$ cat config.mk
export PLATFORM = sky130hd
export DESIGN_NAME = gpio_mask_port
export DESIGN_NICKNAME = d
export VERILOG_FILES = /design/src/rtl/gpio_port_pkg.sv /design/src/rtl/gpio_port_decode.sv /design/src/rtl/gpio_port_cfg.sv /design/src/rtl/gpio_port_latch.sv /design/src/rtl/gpio_port_sync.sv /design/src/rtl/gpio_mask_port.sv
export SDC_FILE = /design/constraint.sdc
export NUM_CORES = 1
export LEC_CHECK = 0
export ABC_AREA = 0
export BUFFER_PORTS_ARGS = -buffer_cell sky130_fd_sc_hd__buf_2
export CORE_AREA = 2 2 103 204
export DETAILED_ROUTE_END_ITERATION = 8
export DIE_AREA = 0 0 105 206
export REMOVE_ABC_BUFFERS = 1
export SLEW_MARGIN = 20
export SYNTH_ARGS = -nofsm -noshare
export SYNTH_HDL_FRONTEND = slang
export SYNTH_SLANG_ARGS = --single-unit
$ cat constraint.sdc
create_clock -name clk -period 1.59 [get_ports clk]
set_clock_uncertainty 0.05 [all_clocks]
set_input_delay 0 -clock clk [delete_from_list [all_inputs] [get_ports clk]]
set_output_delay 0 -clock clk [all_outputs]
set_load 0.1 [all_outputs]
$ cat src/rtl/gpio_port_pkg.sv
package gpio_port_pkg;
  localparam logic [1:0] SZ_BYTE = 2'd0;
  localparam logic [1:0] SZ_HALF = 2'd1;
  localparam logic [1:0] SZ_WORD = 2'd2;

  localparam int OFF_DIR  = 'h00;
  localparam int OFF_MASK = 'h04;
  localparam int OFF_PIN  = 'h08;
  localparam int OFF_SET  = 'h0C;
  localparam int OFF_CLR  = 'h10;
  localparam int OFF_BYTE = 'h14;
  localparam int OFF_HALF = 'h18;

  typedef enum logic [2:0] {
    SEL_NONE,
    SEL_DIR,
    SEL_MASK,
    SEL_PIN,
    SEL_SET,
    SEL_CLR
  } reg_sel_e;
endpackage

$ cat src/rtl/gpio_port_decode.sv
module gpio_port_decode
  import gpio_port_pkg::*;
#(
  parameter int WIDTH  = 32,
  parameter int ADDR_W = 5
) (
  input  logic                 sel,
  input  logic [ADDR_W-1:0]    addr,
  input  logic [1:0]           size,
  output reg_sel_e             rsel,
  output logic [WIDTH/8-1:0]   lane_en
);
  localparam int LANES = WIDTH / 8;

  logic word_acc;
  logic byte_hit;
  logic half_hit;

  always_comb begin
    word_acc = sel && (size == SZ_WORD);
    byte_hit = sel && (size == SZ_BYTE) &&
               (addr[ADDR_W-1:2] == (ADDR_W-2)'(OFF_BYTE >> 2));
    half_hit = sel && (size == SZ_HALF) && !addr[0] &&
               (addr[ADDR_W-1:2] == (ADDR_W-2)'(OFF_HALF >> 2));
  end

  always_comb begin
    rsel = SEL_NONE;
    if (word_acc) begin
      if      (addr == ADDR_W'(OFF_DIR))  rsel = SEL_DIR;
      else if (addr == ADDR_W'(OFF_MASK)) rsel = SEL_MASK;
      else if (addr == ADDR_W'(OFF_PIN))  rsel = SEL_PIN;
      else if (addr == ADDR_W'(OFF_SET))  rsel = SEL_SET;
      else if (addr == ADDR_W'(OFF_CLR))  rsel = SEL_CLR;
    end else if (byte_hit || half_hit) begin
      rsel = SEL_PIN;
    end
  end

  for (genvar l = 0; l < LANES; l++) begin : g_lane
    always_comb begin
      lane_en[l] = word_acc ||
                   (byte_hit && (addr[1:0] == 2'(l))) ||
                   (half_hit && (addr[1] == 1'(l / 2)));
    end
  end
endmodule

$ cat src/rtl/gpio_port_cfg.sv
module gpio_port_cfg
  import gpio_port_pkg::*;
#(
  parameter int WIDTH = 32
) (
  input  logic             clk,
  input  logic             rst_n,
  input  logic             wr_en,
  input  reg_sel_e         rsel,
  input  logic [WIDTH-1:0] wdata,
  output logic [WIDTH-1:0] dir_q,
  output logic [WIDTH-1:0] mask_q
);
  logic dir_en;
  logic mask_en;

  always_comb begin
    dir_en  = wr_en && (rsel == SEL_DIR);
    mask_en = wr_en && (rsel == SEL_MASK);
  end

  always_ff @(posedge clk or negedge rst_n) begin
    if (!rst_n) begin
      dir_q <= '0;
    end else if (dir_en) begin
      dir_q <= wdata;
    end
  end

  always_ff @(posedge clk or negedge rst_n) begin
    if (!rst_n) begin
      mask_q <= '0;
    end else if (mask_en) begin
      mask_q <= wdata;
    end
  end
endmodule

$ cat src/rtl/gpio_port_latch.sv
module gpio_port_latch
  import gpio_port_pkg::*;
#(
  parameter int WIDTH = 32
) (
  input  logic             clk,
  input  logic             rst_n,
  input  logic             wr_en,
  input  reg_sel_e         rsel,
  input  logic [WIDTH-1:0] bit_en,
  input  logic [WIDTH-1:0] mask_q,
  input  logic [WIDTH-1:0] wdata,
  output logic [WIDTH-1:0] latch_q
);
  logic [WIDTH-1:0] wr_ok;
  logic [WIDTH-1:0] latch_d;
  logic             latch_en;

  always_comb begin
    wr_ok    = bit_en & ~mask_q;
    latch_en = 1'b0;
    latch_d  = latch_q;
    if (wr_en) begin
      unique case (rsel)
        SEL_PIN: begin
          latch_en = 1'b1;
          latch_d  = (latch_q & ~wr_ok) | (wdata & wr_ok);
        end
        SEL_SET: begin
          latch_en = 1'b1;
          latch_d  = latch_q | (wdata & wr_ok);
        end
        SEL_CLR: begin
          latch_en = 1'b1;
          latch_d  = latch_q & ~(wdata & wr_ok);
        end
        default: begin
          latch_en = 1'b0;
        end
      endcase
    end
  end

  always_ff @(posedge clk or negedge rst_n) begin
    if (!rst_n) begin
      latch_q <= '0;
    end else if (latch_en) begin
      latch_q <= latch_d;
    end
  end
endmodule

$ cat src/rtl/gpio_port_sync.sv
module gpio_port_sync #(
  parameter int WIDTH  = 32,
  parameter int STAGES = 2
) (
  input  logic             clk,
  input  logic             rst_n,
  input  logic [WIDTH-1:0] d,
  output logic [WIDTH-1:0] q
);
  logic [STAGES-1:0][WIDTH-1:0] chain_q;

  always_ff @(posedge clk or negedge rst_n) begin
    if (!rst_n) begin
      chain_q <= '0;
    end else begin
      chain_q[0] <= d;
      for (int s = 1; s < STAGES; s++) begin
        chain_q[s] <= chain_q[s-1];
      end
    end
  end

  assign q = chain_q[STAGES-1];
endmodule

$ cat src/rtl/gpio_mask_port.sv
module gpio_mask_port
  import gpio_port_pkg::*;
#(
  parameter int WIDTH       = 32,
  parameter int ADDR_W      = 5,
  parameter int SYNC_STAGES = 2
) (
  input  logic              clk,
  input  logic              rst_n,
  input  logic              bus_sel,
  input  logic              bus_wr,
  input  logic [ADDR_W-1:0] bus_addr,
  input  logic [1:0]        bus_size,
  input  logic [WIDTH-1:0]  bus_wdata,
  output logic [WIDTH-1:0]  bus_rdata,
  input  logic [WIDTH-1:0]  pin_in,
  output logic [WIDTH-1:0]  pin_out,
  output logic [WIDTH-1:0]  pin_oe
);
  localparam int LANES = WIDTH / 8;

  reg_sel_e         rsel;
  logic [LANES-1:0] lane_en;
  logic [WIDTH-1:0] bit_en;
  logic [WIDTH-1:0] dir_q;
  logic [WIDTH-1:0] mask_q;
  logic [WIDTH-1:0] latch_q;
  logic [WIDTH-1:0] sync_q;
  logic [WIDTH-1:0] pin_view;
  logic             wr_en;
  logic             rd_en;

  gpio_port_decode #(.WIDTH(WIDTH), .ADDR_W(ADDR_W)) u_decode (
    .sel     (bus_sel),
    .addr    (bus_addr),
    .size    (bus_size),
    .rsel    (rsel),
    .lane_en (lane_en)
  );

  for (genvar b = 0; b < WIDTH; b++) begin : g_bit_en
    assign bit_en[b] = lane_en[b / 8];
  end

  assign wr_en = bus_sel && bus_wr;
  assign rd_en = bus_sel && !bus_wr;

  gpio_port_cfg #(.WIDTH(WIDTH)) u_cfg (
    .clk    (clk),
    .rst_n  (rst_n),
    .wr_en  (wr_en),
    .rsel   (rsel),
    .wdata  (bus_wdata),
    .dir_q  (dir_q),
    .mask_q (mask_q)
  );

  gpio_port_latch #(.WIDTH(WIDTH)) u_latch (
    .clk     (clk),
    .rst_n   (rst_n),
    .wr_en   (wr_en),
    .rsel    (rsel),
    .bit_en  (bit_en),
    .mask_q  (mask_q),
    .wdata   (bus_wdata),
    .latch_q (latch_q)
  );

  gpio_port_sync #(.WIDTH(WIDTH), .STAGES(SYNC_STAGES)) u_sync (
    .clk   (clk),
    .rst_n (rst_n),
    .d     (pin_in),
    .q     (sync_q)
  );

  always_comb begin
    pin_view  = (dir_q & latch_q) | (~dir_q & sync_q);
    bus_rdata = '0;
    if (rd_en) begin
      unique case (rsel)
        SEL_DIR:          bus_rdata = dir_q;
        SEL_MASK:         bus_rdata = mask_q;
        SEL_PIN:          bus_rdata = pin_view & ~mask_q & bit_en;
        SEL_SET, SEL_CLR: bus_rdata = latch_q;
        default:          bus_rdata = '0;
      endcase
    end
  end

  assign pin_out = latch_q;
  assign pin_oe  = dir_q;
endmodule

; After elaboration in Yosys (flattened, before gate mapping)
; Cells that the tools add are included.
[totals]
reg_bits = 160
n_memories = 0
latchBits = 0
rom_bits = 0
elab_cells = 83
ramBits = 0
[classes]
mux = 12
multipliers = 0
n_eq_ne = 16
n_addsub = 0
div_mod_pow = 0
magnitude_cmp = 0
shifts = 0
n_bitwise = 16
n_reduce_logical = 34
[op_table]
columns = op, count
row1 = 32-bit AND, 8
row2 = 32-bit NOT, 4
row3 = 32-bit one-hot mux with 4 select lines, 1
row4 = 32-bit OR, 3
row5 = 32-bit one-hot mux with 3 select lines, 1
row6 = 32-bit two-way mux, 1
row7 = 3-bit two-way mux, 6
row8 = 1-bit logical AND, 16
row9 = "3-bit equality test, second input constant", 4
row10 = "5-bit by 4-bit equality test with 1-bit output, second input constant", 2
row11 = 1-bit logical OR, 9
row12 = "2-bit equality test, second input constant", 3
row13 = "3-bit by 2-bit equality test with 1-bit output, second input constant", 2
row14 = "5-bit by 3-bit equality test with 1-bit output, second input constant", 1
row15 = "5-bit equality test, second input constant", 1
row16 = 5-bit logical NOT, 1
row17 = "2-bit by 1-bit equality test with 1-bit output, second input constant", 2
row18 = 2-bit logical NOT, 2
row19 = "3-bit by 1-bit equality test with 1-bit output, second input constant", 1
row20 = 3-bit AND reduction, 1
row21 = 3-bit nonzero test, 1
row22 = 3-bit OR reduction, 1
row23 = 1-bit logical NOT, 2
row24 = 1-bit two-way mux, 2
row25 = other kinds (3), 3

; Longest topological paths before layout
[depth]
word_depth = 12
mapped_depth = 9

; Hierarchy
; From an unflattened synthesis, not the netlist that was laid out.
[unflattened]
cells_unflattened = 599
area_unflattened_um2 = 7850.0
[by_module_without_submodules]
columns = module, instances, cells_each, area_per_inst_um2
row1 = gpio_port_cfg, 1, 138, 2702.6
row2 = gpio_port_sync, 1, 96, 1841.8
row3 = gpio_port_latch, 1, 148, 1717.9
row4 = gpio_mask_port, 1, 189, 1390.1
row5 = gpio_port_decode, 1, 28, 197.7

; Worst setup path before layout
; Ideal clock, no wire load.
[synth_timing]
kind = register to output
start = reg u_cfg.dir_q[0]
end = out bus_rdata[0]
arrival_time_ns = 2.753
stages_incl_launch_ff = 6
required_time_ns = 1.540
slack_ns = -1.213
cell_sequence = dfrtp_1 > mux2i_1 > a2bb2oi_1 > o21ai_0 > a32oi_1 > nor2_1
[synth_via]
elab_chain_cells = 7
elab_cells_between_ends = 8
[synth_lines]
columns = item, line_no
row1 = start: declaration, gpio_port_cfg.sv:11  ; output logic [WIDTH-1:0] dir_q,
row2 = start signal: assignment, gpio_port_cfg.sv:26  ; dir_q <= wdata;
row3 = 32-bit NOT, gpio_mask_port.sv:77  ; pin_view = (dir_q & latch_q) | (~dir_q & sync_q);
row4 = 32-bit AND, gpio_mask_port.sv:77
row5 = 32-bit OR, gpio_mask_port.sv:77
row6 = 32-bit AND (2 in series), gpio_mask_port.sv:83  ; SEL_PIN: bus_rdata = pin_view & ~mask_q & bit_en;
row7 = 32-bit one-hot mux with 4 select lines (*), gpio_mask_port.sv:80  ; unique case (rsel)
row8 = 32-bit two-way mux (*), gpio_mask_port.sv:79  ; if (rd_en) begin
row9 = end: declaration, gpio_mask_port.sv:15  ; output logic [WIDTH-1:0] bus_rdata,
; Mark *: on every way between the ends. The rest lies on a longest branch, timed or not.

; Worst setup path after layout
[layout_timing]
start = reg u_cfg.mask_q[16]
end = out bus_rdata[16]
[layout_via]
elab_chain_cells = 5
[layout_lines]
columns = item, line_no
row1 = start: declaration, gpio_port_cfg.sv:12  ; output logic [WIDTH-1:0] mask_q
row2 = start signal: assignment, gpio_port_cfg.sv:34  ; mask_q <= wdata;
row3 = 32-bit NOT, gpio_mask_port.sv:83
row4 = 32-bit AND (2 in series), gpio_mask_port.sv:83
row5 = 32-bit one-hot mux with 4 select lines (*), gpio_mask_port.sv:80
row6 = 32-bit two-way mux (*), gpio_mask_port.sv:79
; Marks and branches as above.

==> results by group <==
Floorplan
  • Die Y: 206 µm
  • Die Span X: 105 µm
  • Die Area: 21600 µm²
  • I/O pins: 171
  • Total core area: 20200 µm²
  • Initial core utilization: 0.389
  • Std cell rows: 74

Cells and area
  • Final cell count without fillers: 1367
  • Sequential cell area: 4000 µm²
  • Design area: 11900 µm²
  • Most frequent cells in the layout: dfrtp_1 (160), buf_4 (140), buf_2 (137)
  • FILL cells: 1712
  • Area growth, synth to finish: 52.0%
  • Final net count: 1163
  • Commonest non-fill, non-tap cell in the layout: dfrtp_1
  • Fraction of layout cells with a size suffix above 1: 0.388
  • # diodes: 0
  • Footprint of the multi-input gates: 3470 µm²

Clocking
  • Number of buffers created by CTS: 17
  • Clock root cell: clkbuf_16
  • Clk slew on worst S/H paths: 60 ps
  • Max H-tree Level: 4
  • Num Clock Sinks: 160
  • Clk Latency, worst-skew pair: 430 ps
  • CTS tree: built
  • Clock Path Buffers: 2

Power and ir drop
  • Worst VDD drop: 0.613 mV
  • Leakage: 6.01 nW
  • Power consumption: 0.00997 W
  • Cell Pwr Density: 836 nW/µm²

Timing
  • Setup violators final: 32
  • Max Freq: 567 MHz
  • RSZ-0062 raised after global routing: true
  • Final setup margin: -174 ps
  • Max-slew violation count: 0
  • Final Hold Vio Count: 0
  • Slew @ Worst Pin: 538 ps
  • Hold Slack: 45.3 ps
  • Post-layout min period: 1760 ps
  • Crit share post-route: 1.11
  • Relative slew slack: 0.642

Route
  • DRC: 0
  • M1 wire length: 9.74 mm
  • First-pass detailed-route iteration total: 5
  • DR WL met2: 13.0 mm
  • Initial drt markers: 441
  • Routed wire length: 25.0 mm
  • Routed via count: 7367
  • Antenna-violating nets left: 0
  • Met3 wire len: 1.56 mm
  • Drt wl/cell: 18.3 µm
  • Top routing layer used: met5
  • DR vias/cell: 5.39

Setup path
  • Worst EP required: 1540 ps
  • Critical path endpoint category: output port
  • CP Max Fanout: 4
  • Arr. time, crit path: 1710 ps
  • Worst setup SP type: flop
  • Reg2Reg Setup Slack: 340 ps
  • Crit path kind: flop to output port

Min path
  • Worst Hold Class: primary input to async pin

Synth
  • Flops & latches, synth: 160
  • Cell Area, Synth: 7850 µm²
  • Synth unique cells: 36
  • Post-Syn Area per Cell: 10.7 µm²
  • Gate Count Post-Synth: 735
  • Post-synthesis sequential area ratio: 0.510
  • Synth warn: 0

Placed design
  • Placed cell areas: 9870 µm²
  • Port Buffers: 170
  • DP HPWL: 16.9 mm
  • Placed insts: 1185
  • Place WS: -229 ps
  • Final Wtd Congestion: 0.828

GRT
  • Total grt overflow: 0
  • First-pass GRT wire length: 39.9 mm
  • Vias in the first global route: 7704
  • GRT Total Usage: 0.233
  • Largest net degree at the start of global routing: 53
  • Initial antenna violation count: 2

Outcome
  • Violated checks: setup timing
  • Status: finished, violations left

Flow run
  • Max Cap Violations: 0
## Yosys cell counts
cell | count | area, µm²
buf_1 | 5 | 18.8
a31oi_2 | 1 | 12.5
buf_2 | 14 | 70.1
buf_6 | 5 | 56.3
o211a_1 | 1 | 10.0
a2bb2oi_1 | 32 | 280
nor2b_1 | 2 | 12.5
nand2b_4 | 1 | 13.8
and3_1 | 4 | 25.0
and4b_1 | 1 | 10.0
nand2_1 | 41 | 154
mux2_2 | 32 | 360
dfrtp_1 | 160 | 4000
nand4_1 | 1 | 6.26
and2_1 | 1 | 6.26
or4_4 | 1 | 11.3
nand3_1 | 35 | 175
o211ai_1 | 1 | 7.51
a31oi_1 | 1 | 6.26
nor3b_1 | 1 | 7.51
and3b_1 | 2 | 17.5
buf_4 | 1 | 7.51
a311o_1 | 1 | 10.0
mux2i_1 | 96 | 961
a32oi_1 | 32 | 280
inv_1 | 68 | 255
and4bb_2 | 1 | 12.5
o21ai_0 | 33 | 165
a32o_1 | 32 | 320
a21oi_1 | 32 | 160
a41oi_1 | 3 | 26.3
nor3b_2 | 1 | 12.5
clkbuf_1 | 26 | 97.6
nor4_4 | 1 | 21.3
and2_4 | 1 | 8.76
nor2_1 | 65 | 244
## worst max-delay path, stage by stage (launching register included)
cell,delay [ps]
dfrtp_1,420
mux2i_1,160
a2bb2oi_1,190
o21ai_1,80
a32oi_1,200
nor2_2,80
buf_12,170
## repair_timing
item / CTS / global route
pin swaps: 34 / 36
gates cloned: 0 / 0
endpoints found under the setup margin: 32 / 32
hold buffers: 65 / 0
resized for setup: 37 / 9
endpoints found under the hold margin: 288 / 0
buffers inserted: 74 / 14
## power breakdown
| part | leakage [nW] | switching (W) | total, W | internal, W |
|---|---|---|---|---|
| sequential | 1.92 | 0.0000547 | 0.00425 | 0.00420 |
| combinational | 3.78 | 0.000678 | 0.00119 | 0.000511 |
| clock | 0.308 | 0.00171 | 0.00453 | 0.00282 |
| total | 6.01 | 0.00244 | 0.00997 | 0.00753 |
## kinds of logic (layout without fill, tap and decap cells)
family / Yosys count / in the layout / share of synthesized area
flops: 160 / 160 / 0.510
buf+inv: 119 / 485 / 0.0644
compound gates: 169 / 169 / 0.163
mux: 128 / 128 / 0.168
simple gates: 159 / 159 / 0.0941
## area by class of cell
| type | count | share of cell area |
|---|---|---|
| multi-input cells | 456 | 0.291 |
| clock inverters | 14 | 0.0178 |
| clock buffers | 18 | 0.0368 |
| repair buffers | 385 | 0.269 |
| flip-flops and latches | 160 | 0.336 |
| well taps | 266 | 0.0279 |
| inverters | 68 | 0.0214 |
## sequential cells by signal, indices dropped and copies added, names as in the netlist
signal           count
u_cfg.dir_q         32
u_cfg.mask_q        32
u_latch.latch_q     32
u_sync.chain_q      32
u_sync.q            32
## routing by layer
metal,global-route usage,vias to the layer above
li1,-,3357
met1,0.278,3604
met2,0.412,341
met3,0.0426,61
met4,0.0971,4
met5,0,-
## metrics by stage
step           setup TNS (ps)  utilization
2_1_floorplan         -116770            -
3_3_place_gp           -12190        0.489
3_5_place_dp           -16870        0.489
4_1_cts                 -4910        0.584
5_1_grt                 -7560        0.591
6_report                -4570        0.591
## path summary, 6_finish.rpt
check | startpoint | endpoint | depth (start not counted)
max | u_cfg.mask_q[16] | bus_rdata[16] | 6
min | rst_n | u_sync.q[29] | 2
max reg2reg | u_cfg.mask_q[29] | u_latch.latch_q[29] | 5
min reg2reg | u_sync.chain_q[13] | u_sync.q[13] | 0
max in group asynchronous | rst_n | u_latch.latch_q[26] | 3
min in group clk | pin_in[18] | u_sync.chain_q[18] | 2
(Power assumes the default switching activity.)
